File: src/rtl/dt_pkg.sv
package dt_pkg;

    typedef enum logic [0:0] {
        PH_IDLE = 1'b0,
        PH_RUN  = 1'b1
    } dt_phase_e;

endpackage

File: src/rtl/dt_cell.sv
// One grid cell: stepped minimum of four neighbours, merged into its own code.
module dt_cell #(
    parameter int CODE_W = 8
) (
    input  logic [CODE_W-1:0] own_q,
    input  logic [CODE_W-1:0] nb_up,
    input  logic [CODE_W-1:0] nb_down,
    input  logic [CODE_W-1:0] nb_left,
    input  logic [CODE_W-1:0] nb_right,
    input  logic              is_obj,
    output logic [CODE_W-1:0] own_d,
    output logic              grows
);

    logic [CODE_W-1:0] meet;
    logic [CODE_W-1:0] stepped;

    always_comb begin
        // thermometer minimum is a plain AND
        meet    = nb_up & nb_down & nb_left & nb_right;
        // one step further: shift up, fill a one; top bit falls off at saturation
        stepped = {meet[CODE_W-2:0], 1'b1};
        if (is_obj) begin
            own_d = own_q | stepped;
        end else begin
            own_d = '0;
        end
        grows = (own_d != own_q);
    end

endmodule

File: src/rtl/dt_ctrl.sv
// Sequencer: load on start, step while any cell grows, flag completion.
module dt_ctrl
    import dt_pkg::*;
(
    input  logic clk,
    input  logic rst_n,
    input  logic start,
    input  logic any_grow,
    output logic load,
    output logic step_en,
    output logic running,
    output logic fin
);

    typedef struct packed {
        dt_phase_e phase;
        logic      fin;
    } ctrl_t;

    ctrl_t ctl_q;
    ctrl_t ctl_d;

    always_comb begin
        ctl_d   = ctl_q;
        load    = start;
        step_en = (ctl_q.phase == PH_RUN) && !start;
        if (start) begin
            ctl_d.phase = PH_RUN;
            ctl_d.fin   = 1'b0;
        end else if (ctl_q.phase == PH_RUN && !any_grow) begin
            ctl_d.phase = PH_IDLE;
            ctl_d.fin   = 1'b1;
        end
    end

    always_ff @(posedge clk or negedge rst_n) begin
        if (!rst_n) begin
            ctl_q.phase <= PH_IDLE;
            ctl_q.fin   <= 1'b0;
        end else begin
            ctl_q <= ctl_d;
        end
    end

    assign running = (ctl_q.phase == PH_RUN);
    assign fin     = ctl_q.fin;

endmodule

File: src/rtl/dt_grid.sv
// Grid of thermometer distance cells with edge cells seeing saturated neighbours.
module dt_grid #(
    parameter int ROWS   = 8,
    parameter int COLS   = 8,
    parameter int CODE_W = 8
) (
    input  logic                          clk,
    input  logic                          rst_n,
    input  logic                          start,
    input  logic [ROWS*COLS-1:0]          obj_map,
    output logic [ROWS*COLS*CODE_W-1:0]   dist_codes,
    output logic                          done
);

    localparam int NCELL = ROWS * COLS;
    localparam int VEC_W = NCELL * CODE_W;

    typedef struct packed {
        logic [NCELL-1:0] mask;
        logic [VEC_W-1:0] codes;
    } grid_t;

    grid_t grid_q;
    grid_t grid_d;

    logic              load;
    logic              step_en;
    logic              running;
    logic              any_grow;
    logic [NCELL-1:0]  grow_vec;
    logic [CODE_W-1:0] cur_code  [NCELL];
    logic [CODE_W-1:0] next_code [NCELL];

    genvar gr, gc;
    generate
        for (gr = 0; gr < ROWS; gr++) begin : g_row
            for (gc = 0; gc < COLS; gc++) begin : g_col
                localparam int IDX = gr * COLS + gc;
                logic [CODE_W-1:0] n_up, n_dn, n_lf, n_rt;

                assign cur_code[IDX] = grid_q.codes[IDX*CODE_W +: CODE_W];

                if (gr == 0) begin : g_top
                    assign n_up = '1;
                end else begin : g_top_in
                    assign n_up = grid_q.codes[(IDX-COLS)*CODE_W +: CODE_W];
                end
                if (gr == ROWS-1) begin : g_bot
                    assign n_dn = '1;
                end else begin : g_bot_in
                    assign n_dn = grid_q.codes[(IDX+COLS)*CODE_W +: CODE_W];
                end
                if (gc == 0) begin : g_lft
                    assign n_lf = '1;
                end else begin : g_lft_in
                    assign n_lf = grid_q.codes[(IDX-1)*CODE_W +: CODE_W];
                end
                if (gc == COLS-1) begin : g_rgt
                    assign n_rt = '1;
                end else begin : g_rgt_in
                    assign n_rt = grid_q.codes[(IDX+1)*CODE_W +: CODE_W];
                end

                dt_cell #(.CODE_W(CODE_W)) u_cell (
                    .own_q    (cur_code[IDX]),
                    .nb_up    (n_up),
                    .nb_down  (n_dn),
                    .nb_left  (n_lf),
                    .nb_right (n_rt),
                    .is_obj   (grid_q.mask[IDX]),
                    .own_d    (next_code[IDX]),
                    .grows    (grow_vec[IDX])
                );
            end
        end
    endgenerate

    assign any_grow = |grow_vec;

    dt_ctrl u_ctrl (
        .clk      (clk),
        .rst_n    (rst_n),
        .start    (start),
        .any_grow (any_grow),
        .load     (load),
        .step_en  (step_en),
        .running  (running),
        .fin      (done)
    );

    always_comb begin
        grid_d = grid_q;
        if (load) begin
            grid_d.mask  = obj_map;
            grid_d.codes = '0;
        end else if (step_en) begin
            for (int i = 0; i < NCELL; i++) begin
                grid_d.codes[i*CODE_W +: CODE_W] = next_code[i];
            end
        end
    end

    always_ff @(posedge clk or negedge rst_n) begin
        if (!rst_n) begin
            grid_q.mask  <= '0;
            grid_q.codes <= '0;
        end else begin
            grid_q <= grid_d;
        end
    end

    assign dist_codes = grid_q.codes;

endmodule

File: config.mk
export PLATFORM = sky130hd
export DESIGN_NAME = dt_grid
export DESIGN_NICKNAME = d
export VERILOG_FILES = /design/src/rtl/dt_pkg.sv /design/src/rtl/dt_cell.sv /design/src/rtl/dt_ctrl.sv /design/src/rtl/dt_grid.sv
export SDC_FILE = /design/constraint.sdc
export NUM_CORES = 2
export LEC_CHECK = 0
export BUFFER_PORTS_ARGS = -buffer_cell sky130_fd_sc_hd__buf_2
export CORE_MARGIN = 4
export CORE_UTILIZATION = 30
export CTS_CLUSTER_SIZE = 28
export DETAILED_ROUTE_END_ITERATION = 10
export GPL_TIMING_DRIVEN = 0
export REMOVE_ABC_BUFFERS = 1
export SKIP_LAST_GASP = 1
export SYNTH_ARGS = -nofsm -noshare
export SYNTH_HDL_FRONTEND = slang
export SYNTH_HIERARCHICAL = 1
export SYNTH_SLANG_ARGS = --single-unit
File: constraint.sdc
create_clock -name clk -period 3.3 [get_ports clk]
set_input_delay 0.33 -clock clk [delete_from_list [all_inputs] [get_ports clk]]
set_output_delay 0.33 -clock clk [all_outputs]
set_load 0.02 [all_outputs]
# == Word level (Yosys, flattened, before mapping) ==
# Cells that the tools add are included.
# totals
ff_bits,578
input_bits,67
output_inout_bits,513
word_cells,367
# op_classes
n_eq_ne,64
n_mux,68
bitwise_logic,224
reduce_logical,7
# ops
operator,n
7-bit AND,160
512-bit 2-to-1 mux,2
8-bit 2-to-1 mux,64
8-bit inequality test,64
8-bit bitwise OR,64
64-bit OR reduction,1
2-bit 2-to-1 mux,2
2-bit nonzero test,2
1-bit logical AND,2
1-bit zero test,2

# == Longest topological paths before layout ==
# logic_depth
ltp_word,11
depth_mapped,9
ltp_nobuf,9

# == By module ==
# Netlist, hierarchy kept.
# by_module_without_submodules
mod,instances,cells_each,area_each_um2
dt_grid,1,2319,26865.8
dt_cell,64,30,182.7
dt_ctrl,1,8,91.3

# == Worst setup path after synthesis ==
# No wires, ideal clock.
# synth_timing
kind,register -> register
from,"register grid_q, in the netlist dist_codes[268]"
to,register u_ctrl/fin (netlist name)
setup_time_ns,0.073
t_arrival_ns,2.120
path_slack_ns,1.107
path_stages_with_launch,10
cell_sequence,dfrtp_1 nand4_1 o211ai_1 nor4_1 a41oi_1 nor4_1 nand4_1 or4_1 nand2b_1 a21oi_2
# synth_lines
item,line,source
start: declaration,dt_grid.sv:23,grid_t grid_q;
start signal: assignment,dt_grid.sv:108,grid_q <= grid_d;
7-bit AND,dt_cell.sv:20,meet = nb_up & nb_down & nb_left & nb_right;
8-bit bitwise OR,dt_cell.sv:24,own_d = own_q | stepped;
8-bit 2-to-1 mux,dt_cell.sv:23,if (is_obj) begin
8-bit inequality test,dt_cell.sv:28,grows = (own_d != own_q);
via grow_vec[32],dt_grid.sv:30,logic [NCELL-1:0] grow_vec;
64-bit OR reduction,dt_grid.sv:78,assign any_grow = |grow_vec;
via any_grow,dt_grid.sv:29,logic any_grow;
1-bit zero test,dt_ctrl.sv:30,end else if (ctl_q.phase == PH_RUN && !any_grow) begin
1-bit logical AND,dt_ctrl.sv:30,
2-bit nonzero test (no source line),--,
# The timed path passes the listed nets, and every way through them passes these cells.
# A chain may end at the register's enable or synchronous reset.

# == Worst setup path after layout ==
# layout_timing
from,"register grid_q, in the netlist dist_codes[163]"
to,register u_ctrl/fin (netlist name)
# layout_lines
item,line
7-bit AND (2 in series),dt_cell.sv:20
8-bit bitwise OR,dt_cell.sv:24
8-bit 2-to-1 mux,dt_cell.sv:23
8-bit inequality test,dt_cell.sv:28
via grow_vec[21],dt_grid.sv:30
64-bit OR reduction,dt_grid.sv:78
via any_grow,dt_grid.sv:29
1-bit zero test,dt_ctrl.sv:30
1-bit logical AND,dt_ctrl.sv:30
2-bit nonzero test (no source line),--
# The timed path passes the listed nets, and every way through them passes these cells.

==> results.sh <==
export IMPL_min_to="dist_codes[189]$_DFFE_PN0P_"
export IMPL_clock_latency_ns=0.70
export IMPL_cts_path_max_buffers=3
export IMPL_max_slew_margin_rel=0.389
export IMPL_wl_per_cell_um=27.2
export IMPL_hold_ws_ns=0.152
export IMPL_root_buffer="clkbuf_16"
export IMPL_ys_ff_latch=578
export IMPL_grt_most_used_layer="met2"
export IMPL_grt_use_met2=0.365
export IMPL_cts_sinks=578
export IMPL_dieArea_mm2=0.135
export IMPL_mostFrequentLayoutCell="buf_2"
export IMPL_drive_gt1_frac=0.178
export IMPL_max_freq_mhz=316
export IMPL_crit_path_end_kind="register"
export IMPL_cts_max_level=3
export IMPL_reg2reg_from="dist_codes[163]$_DFFE_PN0P_"
export IMPL_core_area_mm2=0.128
export IMPL_multi_input_area_mm2=0.0184
export IMPL_ys_top_cells_by_area="dfrtp_1 37%, mux2i_1 13%, buf_4 12%, a21boi_0 8.7%, nand4_1 7.3%"
export IMPL_clk_pin_slew_ns=0.06
export IMPL_use_met3=0.0676
export IMPL_timing_rr_end="u_ctrl/fin$_DFFE_PN0P_"
export IMPL_crit_fanout=8
export IMPL_synthesis_area_mm2=0.0386
export IMPL_grt_pass1_wl_um=246000
export IMPL_synth_top_cell_by_area="dfrtp_1"
export IMPL_grt_ovfl_total=0
export IMPL_rsz0062_at_grt="no"
export IMPL_ir_drop_uv=341
export IMPL_final_nets=4598
export IMPL_final_cell_count_no_fill=6256
export IMPL_grt_max_degree=135
export IMPL_hold_path_class="in2reg"
export IMPL_dp_hpwl_um=117000
export IMPL_start_kind="register"
export IMPL_slowest_stage="dfrtp_1"
export IMPL_port_buffers=579
export IMPL_setup_worst_path_class="reg2reg"
export IMPL_worst_r2r_path_depth=9
export IMPL_finalCritPeriodShare=0.960
export IMPL_crit_required_ns=3.91
export IMPL_rows=131
export IMPL_nFillCells=13000
export IMPL_drt_total_wl_um=170000
export IMPL_hold_viol=0
export IMPL_pin_count=580
export IMPL_reg2reg_slack_ns=0.13
export IMPL_drv_slew=0
export IMPL_antenna_found_initial=15
export IMPL_synth_cell_types=22
export IMPL_final_util=0.341
export IMPL_placed_cell_area_mm2=0.0403
export IMPL_cts_setup_buffers=0
export IMPL_vias=34600
export IMPL_mostFrequentLayoutCells="577 x buf_2, 576 x dfrtp_1, 512 x mux2i_1, 512 x nor2_1, 452 x nand4_1"
export IMPL_vias_per_cell=5.53
export IMPL_cp_arrival_ns=3.78
export IMPL_outcome="finished, final reports clean"
export IMPL_track_usage=0.245
export IMPL_use_met1=0.343
export IMPL_design_area_mm2=0.0436
export IMPL_worstHoldStart="start"
export IMPL_crit_chain="nand4_1 > o22ai_1 > nor4_1 > a41oi_1 > nor4_4 > nand4_1 > or4_1 > nand2b_1 > a21oi_2"
export IMPL_drtAntennaViolNets=0
export IMPL_maxCapViolCount=0
export IMPL_dieWidth_um=367
export IMPL_synth_seq_area_share=0.374
export IMPL_p_leak_nw=19.6
export IMPL_ys_warn_count=6
export IMPL_fin_crit_ns=3.17
export IMPL_drc=0
export IMPL_numCtsBuffers=78
export IMPL_grt_pass1_vias=33000
export IMPL_whs_path_depth=2
export IMPL_seq_area_mm2=0.0145
export IMPL_synth_top_area_frac=0.374
export IMPL_place_inst=6048
export IMPL_area_delta_synth_final_pct=12.8
export IMPL_gp_congestion=0.912
export IMPL_drt_iter0_drc=3735
export IMPL_crit_path_frequent_cell="nand4_1"
export IMPL_synth_cells=4247
export IMPL_skew_ns=0.0537
export IMPL_setup_violations=0
export IMPL_powerDensity_mw_per_mm2=415
export IMPL_cts_tree="done"
export IMPL_tightestPinTransition_ns=0.905
export IMPL_die_y_um=367
export IMPL_avgSynthCellArea_um2=9.10
export IMPL_drtPass1Iterations=5
export IMPL_slowest_delay_ns=0.61
export IMPL_start_util=0.303
==> power breakdown <==
group	internal, mW	switching, mW	leakage (nW)
registers	7.22	0.465	7.88
clock network	5.14	3.61	1.29
logic	0.715	0.934	10.4
==> cell usage after synthesis <==
cell / count
nor2b_1: 1
or4_1: 1
a41oi_1: 64
conb_1: 1
buf_4: 625
nand2b_1: 1
o22ai_1: 192
a21oi_2: 1
inv_1: 449
dfrtp_1: 578
nor3_1: 64
nor4_2: 1
nor2_1: 512
buf_2: 51
mux2i_1: 512
a21o_2: 1
nor4_1: 143
o211ai_1: 64
a21boi_0: 448
clkbuf_1: 22
nand4_1: 452
mux2_2: 64
==> worst max-delay path: cells and delay by family (launching register included) <==
kind | cells | cell delay (ns)
compound gates | 3 | 0.34
simple gates | 6 | 2.13
flops | 1 | 0.61
==> how the worst max path moves through the flow <==
stage | start | to | slack, ns | cells after the start
final | dist_codes[163]$_DFFE_PN0P_ | u_ctrl/fin$_DFFE_PN0P_ | 0.13 | 9
after global routing | dist_codes[363]$_DFFE_PN0P_ | u_ctrl/fin$_DFFE_PN0P_ | 0.006 | 9
after CTS | dist_codes[293]$_DFFE_PN0P_ | u_ctrl/fin$_DFFE_PN0P_ | 0.03 | 9
after detailed placement | dist_codes[155]$_DFFE_PN0P_ | u_ctrl/fin$_DFFE_PN0P_ | -0.66 | 9
after global placement | start | dist_codes[7]$_DFFE_PN0P_ | -126.88 | 4
after floorplan | start | dist_codes[0]$_DFFE_PN0P_ | -31.21 | 3
==> logic make-up (layout without fill, tap and decap cells) <==
family          Yosys count  in the layout  synth area share
mux                     576            576             0.151
other cells               1            227         0.0000970
buf+inv                1147           1268             0.174
simple gates           1175           1175             0.155
compound gates          770            770             0.145
flops                   578            578             0.374
==> area by class of cell <==
type	instances	area share
clock buffer	115	0.0535
sequential	578	0.332
multi-input combinational	2745	0.422
tap	1662	0.0477
inverter	449	0.0387
clock inverter	25	0.00617
timing repair buffer	679	0.0999
antenna	3	0.000172
==> sequential cells by signal, summed over array words and instances (netlist names) <==
signal / count
u_ctrl/fin: 1
u_ctrl/running: 1
grid_q: 64
dist_codes: 512
==> through the flow <==
| step | TNS (ns) | setup slack [ns] | power, mW |
|---|---|---|---|
| after CTS | 0 | 0.0282 | 18.3 |
| final | 0 | 0.133 | 18.1 |
| after detailed placement | -22.11 | -0.662 | 9.38 |
| after floorplan | - | -31.21 | 9.36 |
| after global placement | - | -126.88 | 11.4 |
| after global routing | 0 | 0.00602 | 18.7 |
==> layer usage <==
metal  part of all wire  up-vias  routed length [um]
li1                   -    15300                   -
met1               0.44    17200               74400
met2               0.43     1785               73500
met3               0.10      293               17100
met4              0.032        4                5380
met5            0.00019        -                  32
==> what timing repair did <==
action / in CTS / in global routing
hold buffers: 65 / 0
resized for setup: 5 / 6
hold endpoints to repair: 145 / 0
setup endpoints to repair: 2 / 2
pin swaps: 0 / 1
Power figures use the tool's default switching activity.
